**config.mk**
```make
export PLATFORM = sky130hd
export DESIGN_NAME = pld_macrocell
export DESIGN_NICKNAME = d
export VERILOG_FILES = /design/src/rtl/pld_cell_pkg.sv /design/src/rtl/pld_cell_ctrl.sv /design/src/rtl/pld_cell_datapath.sv /design/src/rtl/pld_macrocell.sv
export SDC_FILE = /design/constraint.sdc
export NUM_CORES = 1
export LEC_CHECK = 0
export ABC_AREA = 1
export CELL_PAD_IN_SITES_DETAIL_PLACEMENT = 1
export CELL_PAD_IN_SITES_GLOBAL_PLACEMENT = 1
export CORE_MARGIN = 5
export CORE_UTILIZATION = 13
export DETAILED_ROUTE_END_ITERATION = 16
export PLACE_DENSITY_LB_ADDON = 0.2
export SYNTH_ARGS = -nofsm -noshare
export SYNTH_HDL_FRONTEND = slang
export SYNTH_SLANG_ARGS = --single-unit
```
**constraint.sdc**
```tcl
create_clock -name clk -period 1.1 [get_ports clk]
set_input_delay 0.22 -clock clk [delete_from_list [all_inputs] [get_ports clk]]
set_output_delay 0.22 -clock clk [all_outputs]
set_load 0.05 [all_outputs]
```
**src/rtl/pld_cell_pkg.sv**
```systemverilog
package pld_cell_pkg;

  typedef enum logic [2:0] {
    MODE_REG,
    MODE_REG_IO,
    MODE_COMPLEX,
    MODE_SIMPLE_OUT,
    MODE_SIMPLE_IN
  } cellMode_e;

  typedef enum logic [1:0] {
    OE_GLOBAL,
    OE_TERM,
    OE_ON,
    OE_OFF
  } oeSrc_e;

  typedef struct packed {
    logic   allTerms;
    logic   regPath;
    logic   fbFromPin;
    oeSrc_e oeSrc;
  } cellStrobes_t;

endpackage

```
**src/rtl/pld_cell_ctrl.sv**
```systemverilog
module pld_cell_ctrl
  import pld_cell_pkg::*;
#(
  parameter int CELL_INDEX = 0,
  parameter int NUM_CELLS  = 8
) (
  input  logic         syncMode,
  input  logic         oeTermMode,
  input  logic         cellSel,
  output cellMode_e    mode,
  output cellStrobes_t strobes
);

  localparam bit IsCentre = (CELL_INDEX == NUM_CELLS / 2 - 1) ||
                            (CELL_INDEX == NUM_CELLS / 2);

  always_comb begin
    if (syncMode) begin
      mode = cellSel ? MODE_REG_IO : MODE_REG;
    end else if (oeTermMode) begin
      mode = MODE_COMPLEX;
    end else if (cellSel && !IsCentre) begin
      mode = MODE_SIMPLE_IN;
    end else begin
      mode = MODE_SIMPLE_OUT;
    end
  end

  always_comb begin
    strobes = '{allTerms: 1'b1, regPath: 1'b0, fbFromPin: 1'b1, oeSrc: OE_ON};
    unique case (mode)
      MODE_REG: begin
        strobes.regPath   = 1'b1;
        strobes.fbFromPin = 1'b0;
        strobes.oeSrc     = OE_GLOBAL;
      end
      MODE_REG_IO, MODE_COMPLEX: begin
        strobes.allTerms = 1'b0;
        strobes.oeSrc    = OE_TERM;
      end
      MODE_SIMPLE_IN: strobes.oeSrc = OE_OFF;
      default:        strobes.oeSrc = OE_ON;
    endcase
  end

endmodule

```
**src/rtl/pld_cell_datapath.sv**
```systemverilog
module pld_cell_datapath
  import pld_cell_pkg::*;
#(
  parameter int NUM_TERMS = 8
) (
  input  logic                 clk,
  input  logic                 rst_n,
  input  logic [NUM_TERMS-1:0] termIn,
  input  logic                 polXor,
  input  logic                 oeN,
  input  logic                 preloadEn,
  input  logic                 preloadVal,
  input  logic                 padIn,
  input  cellStrobes_t         strobes,
  output logic                 padOut,
  output logic                 padOe,
  output logic                 fbOut
);

  localparam int OeTerm = NUM_TERMS - 1;

  logic sumAll, sumData, orSel, dVal, qReg;

  assign sumAll  = |termIn;
  assign sumData = |termIn[OeTerm-1:0];
  assign orSel   = strobes.allTerms ? sumAll : sumData;
  assign dVal    = orSel ^ polXor;

  always_ff @(posedge clk or negedge rst_n) begin
    if (!rst_n) begin
      qReg <= 1'b0;
    end else if (preloadEn) begin
      qReg <= preloadVal;
    end else if (strobes.regPath) begin
      qReg <= dVal;
    end
  end

  assign padOut = strobes.regPath ? ~qReg : ~dVal;
  assign fbOut  = strobes.fbFromPin ? padIn : ~qReg;

  always_comb begin
    unique case (strobes.oeSrc)
      OE_GLOBAL: padOe = ~oeN;
      OE_TERM:   padOe = termIn[OeTerm];
      OE_ON:     padOe = 1'b1;
      default:   padOe = 1'b0;
    endcase
  end

  // the registered path shows the inverse of the sum sampled one edge earlier
  p_reg_capture_r1: assert property (@(posedge clk) disable iff (!rst_n)
    (strobes.regPath && !preloadEn) |=>
      (!strobes.regPath || padOut == ~($past(sumAll) ^ $past(polXor))));

  // preload wins over the data path
  p_preload_r9: assert property (@(posedge clk) disable iff (!rst_n)
    preloadEn |=> (strobes.fbFromPin || fbOut == ~$past(preloadVal)));

endmodule

```
**src/rtl/pld_macrocell.sv**
```systemverilog
module pld_macrocell
  import pld_cell_pkg::*;
#(
  parameter int NUM_TERMS  = 8,
  parameter int NUM_CELLS  = 8,
  parameter int CELL_INDEX = 0
) (
  input  logic                 clk,
  input  logic                 rst_n,
  input  logic [NUM_TERMS-1:0] termIn,
  input  logic                 oeN,
  input  logic                 syncMode,
  input  logic                 oeTermMode,
  input  logic                 cellSel,
  input  logic                 polXor,
  input  logic                 preloadEn,
  input  logic                 preloadVal,
  input  logic                 padIn,
  output logic                 padOut,
  output logic                 padOe,
  output logic                 fbOut
);

  localparam bit IsCentre = (CELL_INDEX == NUM_CELLS / 2 - 1) ||
                            (CELL_INDEX == NUM_CELLS / 2);

  cellMode_e    mode;
  cellStrobes_t strobes;

  pld_cell_ctrl #(.CELL_INDEX(CELL_INDEX), .NUM_CELLS(NUM_CELLS)) u_ctrl (
    .syncMode(syncMode), .oeTermMode(oeTermMode), .cellSel(cellSel),
    .mode(mode), .strobes(strobes)
  );

  pld_cell_datapath #(.NUM_TERMS(NUM_TERMS)) u_dp (
    .clk(clk), .rst_n(rst_n), .termIn(termIn), .polXor(polXor), .oeN(oeN),
    .preloadEn(preloadEn), .preloadVal(preloadVal), .padIn(padIn),
    .strobes(strobes), .padOut(padOut), .padOe(padOe), .fbOut(fbOut)
  );

  // the global pin gates the registered output
  p_global_oe_r2: assert property (@(posedge clk) disable iff (!rst_n)
    (syncMode && !cellSel) |-> (padOe == !oeN));

  // the top product term is the enable in the term-enable modes
  p_term_oe_r3: assert property (@(posedge clk) disable iff (!rst_n)
    ((syncMode && cellSel) || (!syncMode && oeTermMode)) |->
      (padOe == termIn[NUM_TERMS-1] && fbOut == padIn));

  generate
    if (IsCentre) begin : g_centre
      // a centre cell never floats in simple mode
      p_centre_drive_r8: assert property (@(posedge clk) disable iff (!rst_n)
        (!syncMode && !oeTermMode) |-> padOe);
    end else begin : g_edge
      // a dedicated input never drives and feeds its pin back
      p_input_float_r7: assert property (@(posedge clk) disable iff (!rst_n)
        (!syncMode && !oeTermMode && cellSel) |-> (!padOe && fbOut == padIn));
    end
  endgenerate

endmodule

```
# Word-level counts from Yosys, hierarchy flattened
# Index checks and enable logic that the tools add are counted.
[totals]
elab_cells = 28
out_inout_bits = 3
regBits = 1
in_bits = 18
[classes]
reduce_logical = 6
muxes = 12
eq_ne = 5
bitwise_logic = 4
[op_table]
columns = ["op", "n"]
rows = [
  ["$mux 3", 3],
  ["$reduce_or 8->1", 1],
  ["$reduce_or 7->1", 1],
  ["$mux 1", 6],
  ["$pmux 2 s3", 1],
  ["$eq 3x1->1 const B", 1],
  ["$eq 3x2->1 const B", 1],
  ["$eq 3x3->1 const B", 1],
  ["$logic_not 3->1", 1],
  ["$not 1->1", 3],
  ["$pmux 1 s3", 1],
  ["$eq 2x1->1 const B", 1],
  ["$eq 2x2->1 const B", 1],
  ["$logic_not 2->1", 1],
  ["$mux 2", 1],
  ["$reduce_bool 2->1", 1],
  ["$reduce_or 2->1", 1],
  ["$xor 1x1->1", 1],
]

# Depth between registers and ports, before layout
# Gate-level depths: netlist of run 1.
[depth]
ltp_word = 9
ltp_mapped = 7
depth_no_buf = 7

# Modules after synthesis
# Synthesis of run 1 repeated with hierarchy kept, for this count alone.
[unflattened]
cells_unflattened = 43
area_unflattened_um2 = 224.0
[by_module_without_submodules]
columns = ["mod", "cells_each", "instances", "area_per_inst_um2", "seq_area_each_um2"]
rows = [
  ["pld_cell_datapath", 30, 1, 167.7, 25.0],
  ["pld_cell_ctrl", 13, 1, 56.3, 0.0],
]

# Worst setup path after synthesis of run 1
# No wires, ideal clock.
[synth_timing]
path_kind = "input-to-output"
startpoint = "in syncMode"
endpoint = "out padOe"
required_ns = 0.880
arrival_time_ns = 1.284
setup_slack_ns = -0.404
n_path_buf = 1
path_stages = 4
path_cell_list = "inv_1 > or2_1 > buf_6 > o21ai_1"
[synth_via]
elab_chain_cells = 6
word_cells_on_any_way = 11
cone_classes = "eq/ne: 5; mux: 3; reduce/logical: 3"
[synth_lines]
columns = ["item", "line_no", "rtl"]
rows = [
  ["start: declaration", "pld_macrocell.sv:12", "input logic syncMode,"],
  ["$mux 3 (*)", "pld_cell_ctrl.sv:18", "if (syncMode) begin"],
  ["$eq 3x1->1 or $eq 3x2->1 (tied branches)", "pld_cell_ctrl.sv:31", "unique case (mode)"],
  ["$reduce_or 2->1", "pld_cell_ctrl.sv:31", ""],
  ["$pmux 2 s3 (*)", "pld_cell_ctrl.sv:31", ""],
  ["$eq 2x2->1, or another cell as far along", "pld_cell_datapath.sv:43", "unique case (strobes.oeSrc)"],
  ["$pmux 1 s3 (*)", "pld_cell_datapath.sv:43", ""],
  ["end: declaration", "pld_macrocell.sv:20", "output logic padOe,"],
]
# Every way passes the cells marked *; elsewhere a longest branch is shown, timed or not.

# Final worst setup path of run 1
[layout_timing]
startpoint = "in termIn[5]"
endpoint = "out padOut"
[layout_via]
elab_chain_cells = 5
word_cells_on_any_way = 6
cone_classes = "mux: 2; bitwise: 2; reduce/logical: 2"
[layout_lines]
columns = ["item", "line_no", "rtl"]
rows = [
  ["start: declaration", "pld_macrocell.sv:10", "input logic [NUM_TERMS-1:0] termIn,"],
  ["$reduce_or 8->1 or $reduce_or 7->1 (tied branches)", "pld_cell_datapath.sv:24, pld_cell_datapath.sv:25", ""],
  ["$mux 1 (*)", "pld_cell_datapath.sv:26", "assign orSel = strobes.allTerms ? sumAll : sumData;"],
  ["$xor 1x1->1 (*)", "pld_cell_datapath.sv:27", "assign dVal = orSel ^ polXor;"],
  ["$not 1->1 (*)", "pld_cell_datapath.sv:39", "assign padOut = strobes.regPath ? ~qReg : ~dVal;"],
  ["$mux 1 (*)", "pld_cell_datapath.sv:39", ""],
  ["end: declaration", "pld_macrocell.sv:19", "output logic padOut,"],
]
# Marks and branches as above.

==> summary.txt, run 1 <==
Finish
  • Fin util: between 40% and 50%
  • Ant diodes: 0
  • Largest registers: u_dp.qReg x1
  • Largest Register: u_dp.qReg
  • Fraction of layout instances using a drive strength above 1: 55.2%
  • Fillers: 170
  • Commonest non-fill, non-tap cells in the layout: 9 x nand2_1, 6 x buf_6, 4 x nor2_2, 4 x clkdlybuf4s50_1
  • Non-Filler Instances: 73
  • P&R area growth vs syn: 189%
  • Max FFs per register: 1
  • Nets: 78
  • Leading cell type in the layout, fill and taps excluded: nand2_1

Routing
  • Post-Route WL: approximately 670 µm
  • DRC viols: 0
  • Initial drt markers: 0
  • Remaining antenna violation count: 0
  • DRT Pass-1 Iters: 1
  • Routed len/inst: between 9 and 10 µm
  • Via count: 289
  • Via density: 3.96

Die
  • Row count: 13
  • Ports: 21
  • Die width: 47.5 µm
  • Die Ht: 47.5 µm
  • Die Footprint: around 2300 µm²
  • Area of the core: 1320 µm²
  • Initial Util: 13.9%

Synth
  • Register area share after synthesis: 13.7%
  • Post-synthesis mux area share: 0%
  • Yosys warns: 0
  • Netlist cell types: 12
  • Post-Syn Area per Cell: 5.07 µm²
  • Mapped Nets: 54
  • Simple-Gate Fraction of Synth Area: 66.4%
  • Cell Area, Synth: 183 µm²
  • Complex-gate fraction of the synthesized area: 5.48%
  • #FFs+latches synth: 1
  • Synthesized instance count: 36
  • Synth Area in Adders: 0%
  • Post-synthesis xor/xnor area fraction: 0%
  • Largest family of logic cells by synthesized area: simple AND/OR/NAND/NOR gates

Setup path
  • WS Path Type: in -> out
  • CP max FO: 3
  • Reg2Reg Depth: 4
  • Crit start category: primary input
  • Crit path capture type: primary output
  • WP data required: 0.88 ns
  • Worst EP arrival: approximately 1.1 ns

STA
  • Worst-Margin Slew: 0.221 ns
  • Worst setup margin: -0.181 ns
  • Slew Limit Fails: 0
  • Clock period minus final worst setup slack: 1.28 ns
  • Fmax: approximately 0.78 GHz
  • Final Hold Viols: 0
  • Slew margin rel.: 85.2%
  • Tcrit/Tclk final: 116%
  • Setup-failing EPs final: 3
  • RSZ-0062 raised after global routing: yes
  • Clock skew: 0 ns

Clock network
  • Skew-Pair Late Insertion Delay: 0 ns
  • Worst-path clk slew: 0 ns

Placed design
  • Hpwl dp: 631 µm
  • Routability cong.: 0.717
  • Placed insts: between 70 and 80
  • I/O Buffers: 20

Global routing
  • Initial antenna violation count: 0
  • Largest net degree at the start of global routing: 4
  • All-Layer GR Usage: ~6.7%
  • Vias in the first global route: 283
  • Congestion Overflow GR: 0
  • Global-route wire length before repair: 1150 µm

Pwr
  • Leak pwr: 0.000248 µW
  • Power per cell area: 529 nW/µm²
  • Maximum vdd drop: 220 µV

Job
  • Max cap viols: 0

Outcome
  • Status: finished with violations
  • Failing checks: negative setup slack

Worst hold path
  • Hold Crit Class: in -> async
## layer usage
layer  share of wire, %  up-vias  global-route usage, %
met1                 41      121                   9.40
met2                 46       12                   11.2
li1                   -      156                      -
met4                  0        0                      0
met3                 13        0                   1.13
met5                  0        -                      0
## synth_stat cells
library cell,instances,share of area (%)
buf_6,1,6.2
nor3_1,1,2.7
nor2_1,5,10
inv_1,3,6.2
o21ai_1,1,2.7
nand2_1,14,29
nand3b_1,1,4.1
a21oi_1,1,2.7
clkinv_1,1,2.1
nand3_1,5,14
dfrtp_1,1,14
or2_1,2,6.8
## repair_timing
action | CTS | global route
buffers inserted | 1 | 0
setup endpoints to repair | 4 | 4
gates resized for setup | 49 | 7
hold buffers | 0 | 0
pin swaps | 15 | 12
## final cells by class
cell class              instances  area [µm²]  area share (%)
well taps                      15        18.8            3.55
repair buffers                 23         248            46.9
inverters                       4        17.5            3.32
flip-flops and latches          1        25.0            4.74
multi-input cells              30         219            41.5
## kinds of logic after synthesis
logic type | after synthesis
compound gates | 2
buf+inv | 5
flops | 1
simple gates | 28
## worst paths after layout
check / startpoint / end / slack (ns)
worst max-delay path: termIn[5] / padOut / -0.18
max in group asynchronous: rst_n / u_dp.qReg$_DFFE_PN0P_ / 0.63
worst min-delay path: rst_n / u_dp.qReg$_DFFE_PN0P_ / 0.37
worst min register to register: u_dp.qReg$_DFFE_PN0P_ / u_dp.qReg$_DFFE_PN0P_ / 0.61
worst max register to register: u_dp.qReg$_DFFE_PN0P_ / u_dp.qReg$_DFFE_PN0P_ / 0.41
min in group clk: preloadEn / u_dp.qReg$_DFFE_PN0P_ / 0.58
## worst max-delay path: stages
cell     delay (ns)
buf_6          0.09
nor2_2         0.08
nand2_1        0.06
nor2_2         0.16
nand2_2        0.08
nand2_2        0.08
nand3_4        0.09
nand2_8        0.08
buf_12         0.12
## metrics by stage
stage / power (µW) / setup slack (ns) / cell area [µm²] / TNS [ns] / hold slack [ns]
2_1_floorplan: 147 / -0.0881 / 231 / -0.168 / -0.0756
3_3_place_gp: 268 / -0.670 / 484 / -2.40 / 0.371
3_5_place_dp: 269 / -0.694 / 484 / -2.49 / 0.372
4_1_cts: 275 / -0.203 / 505 / -0.529 / 0.371
5_1_grt: 296 / -0.268 / 528 / -0.627 / 0.370
6_report: 279 / -0.181 / 528 / -0.474 / 0.369
## power breakdown
group | internal [µW] | switching, µW
clock | 0 | 0
combinational | 129 | 107
sequential | 41.2 | 1.84
total | 171 | 109
Note: power is estimated with default switching activity, not from simulation.
==> run 2, diff against run 1 <==
CTS_BUF_LIST = sky130_fd_sc_hd__clkbuf_16   (was not set)
==> results of run 2 <==
Final layout, timing and power as in run 1 (identical DEF).
==> run 3, diff against run 2 <==
RECOVER_POWER = 100   (was not set)
==> summary.txt, run 3 (same netlist as run 1, synthesis figures left out) <==
STA
  • Slew Limit Fails: 0 (unchanged)
  • RSZ-0062 raised after global routing: yes
  • Clock period minus final worst setup slack: 1.28 ns (unchanged)
  • Fin Hold WS: 0.436 ns (+0.0671 ns)
  • Slew margin rel.: 85.2% (unchanged)
  • Final Hold Viols: 0 (unchanged)
  • Tcrit/Tclk final: 116% (unchanged)
  • Worst-Margin Slew: 0.221 ns (unchanged)
  • Clock skew: 0 ns (unchanged)
  • Fmax: 0.781 GHz (unchanged)
  • Setup-failing EPs final: 3 (unchanged)
  • Worst setup margin: -0.181 ns (unchanged)

Finish
  • Max FFs per register: 1 (unchanged)
  • Largest registers: u_dp.qReg x1
  • Register Area: 25.0 µm² (unchanged)
  • Nets: 78 (unchanged)
  • Largest Register: u_dp.qReg
  • Non-Filler Instances: 73 (unchanged)
  • Ant diodes: 0 (unchanged)
  • P&R area growth vs syn: 189% (unchanged)
  • Leading cell type in the layout, fill and taps excluded: nand2_1
  • Commonest non-fill, non-tap cells in the layout: 9 x nand2_1, 6 x buf_6, 4 x nor2_2
  • Multi-input gate area: 219 µm² (unchanged)
  • Fillers: 170 (unchanged)
  • Fraction of layout instances using a drive strength above 1: 55.2% (unchanged)

Die
  • Initial Util: 13.9% (unchanged)
  • Area of the core: 1320 µm² (unchanged)
  • Die Ht: 47.5 µm (unchanged)
  • Row count: 13 (unchanged)
  • Ports: 21 (unchanged)
  • Die Footprint: 2250 µm² (unchanged)
  • Die width: 47.5 µm (unchanged)

Clock network
  • Worst-path clk slew: 0 ns (unchanged)
  • Skew-Pair Late Insertion Delay: 0 ns (unchanged)
  • Quantity of hold-fixing buffers added after cts: 0 (unchanged)

Placed design
  • Hpwl dp: 631 µm (unchanged)
  • I/O Buffers: 20 (unchanged)
  • Placed insts: 72 (unchanged)
  • Routability cong.: 0.717 (unchanged)
  • DP Worst Slack: -0.694 ns (unchanged)

Pwr
  • Power per cell area: 528 nW/µm² (-0.26%)
  • Power share of the sequential group: 15.4% (about the same)
  • Int Pwr: 170 µW (-0.42%)
  • Sw frac: 39.0% (+0.10 points)
  • Maximum vdd drop: 220 µV (about the same)
  • P_sw: 109 µW (unchanged)
  • Clock power share: 0% (unchanged)
  • Overall power: 279 µW (-0.26%)
  • Logic pwr share: 84.6% (about the same)
  • Leak pwr: 0.000248 µW (+0.11%)

Routing
  • Post-Route WL: 672 µm (unchanged)
  • Remaining antenna violation count: 0 (unchanged)
  • Via density: 3.96 (unchanged)
  • Via count: 289 (unchanged)
  • DRT Pass-1 Iters: 1 (unchanged)
  • Initial drt markers: 0 (unchanged)
  • DRC viols: 0 (unchanged)
  • Routed len/inst: 9.21 µm (unchanged)

Global routing
  • Largest net degree at the start of global routing: 4 (unchanged)
  • Global-route wire length before repair: 1150 µm (unchanged)
  • All-Layer GR Usage: 6.65% (unchanged)
  • Vias in the first global route: 283 (unchanged)
  • Congestion Overflow GR: 0 (unchanged)
  • Initial antenna violation count: 0 (unchanged)

Outcome
  • Failing checks: negative setup slack
  • Status: finished with violations

Setup path
  • CP max FO: 3 (unchanged)
  • Worst EP arrival: 1.06 ns (about the same)
  • WP data required: 0.88 ns (about the same)
  • Crit start category: primary input
  • WS Path Type: in -> out
  • Crit path capture type: primary output
  • Reg2Reg Depth: 4 (unchanged)

Job
  • Max cap viols: 0 (unchanged)

Worst hold path
  • Hold Crit Class: in -> async
[run 3: layout make-up]
cell class                 count  area share, %
multi-input combinational     30           41.5
timing repair buffer          23           46.9
inverter                       4           3.32
sequential                     1           4.74
tap                           15           3.55
[run 3: critical path: stages]
cell	delay, ns
buf_6	0.09
nor2_2	0.08
nand2_1	0.06
nor2_2	0.16
nand2_2	0.08
nand2_2	0.08
nand3_4	0.09
nand2_8	0.08
buf_12	0.12
[run 3: final timing paths]
| check | startpoint | end | slack (ns) |
|---|---|---|---|
| worst max register to register | u_dp.qReg$_DFFE_PN0P_ | u_dp.qReg$_DFFE_PN0P_ | 0.41 |
| worst min register to register | u_dp.qReg$_DFFE_PN0P_ | u_dp.qReg$_DFFE_PN0P_ | 0.61 |
| min in group clk | preloadEn | u_dp.qReg$_DFFE_PN0P_ | 0.58 |
| max in group asynchronous | rst_n | u_dp.qReg$_DFFE_PN0P_ | 0.56 |
| worst min-delay path | rst_n | u_dp.qReg$_DFFE_PN0P_ | 0.44 |
| worst max-delay path | termIn[5] | padOut | -0.18 |
[run 3: timing repair]
| item | in CTS | in global routing |
|---|---|---|
| endpoints found under the setup margin | 4 | 4 |
| resized for setup | 49 | 7 |
| pin swaps | 15 | 12 |
| setup buffers | 1 | 0 |
[run 3: power by group through the flow]
stage          registers, µW  logic [µW]  clock network [µW]
2_1_floorplan           42.6         104                   0
3_3_place_gp            43.7         224                   0
3_5_place_dp            43.1         226                   0
4_1_cts                 43.1         232                   0
5_1_grt                 43.9         252                   0
6_report                43.0         236                   0
[run 3: stage by stage]
stage	instance area [µm²]	setup TNS (ns)	util, %
floorplan	231	-0.168	-
global placement	484	-2.40	36.8
detailed placement	484	-2.49	36.8
CTS	505	-0.529	38.4
global route	528	-0.627	40.1
finish	528	-0.474	40.1
[run 3: per-layer routing]
layer	GRT usage [%]	vias up	share of wire, %
li1	-	156	-
met1	9.40	121	40
met2	11.2	12	46
met3	1.13	0	13
met4	0	0	0
met5	0	-	0
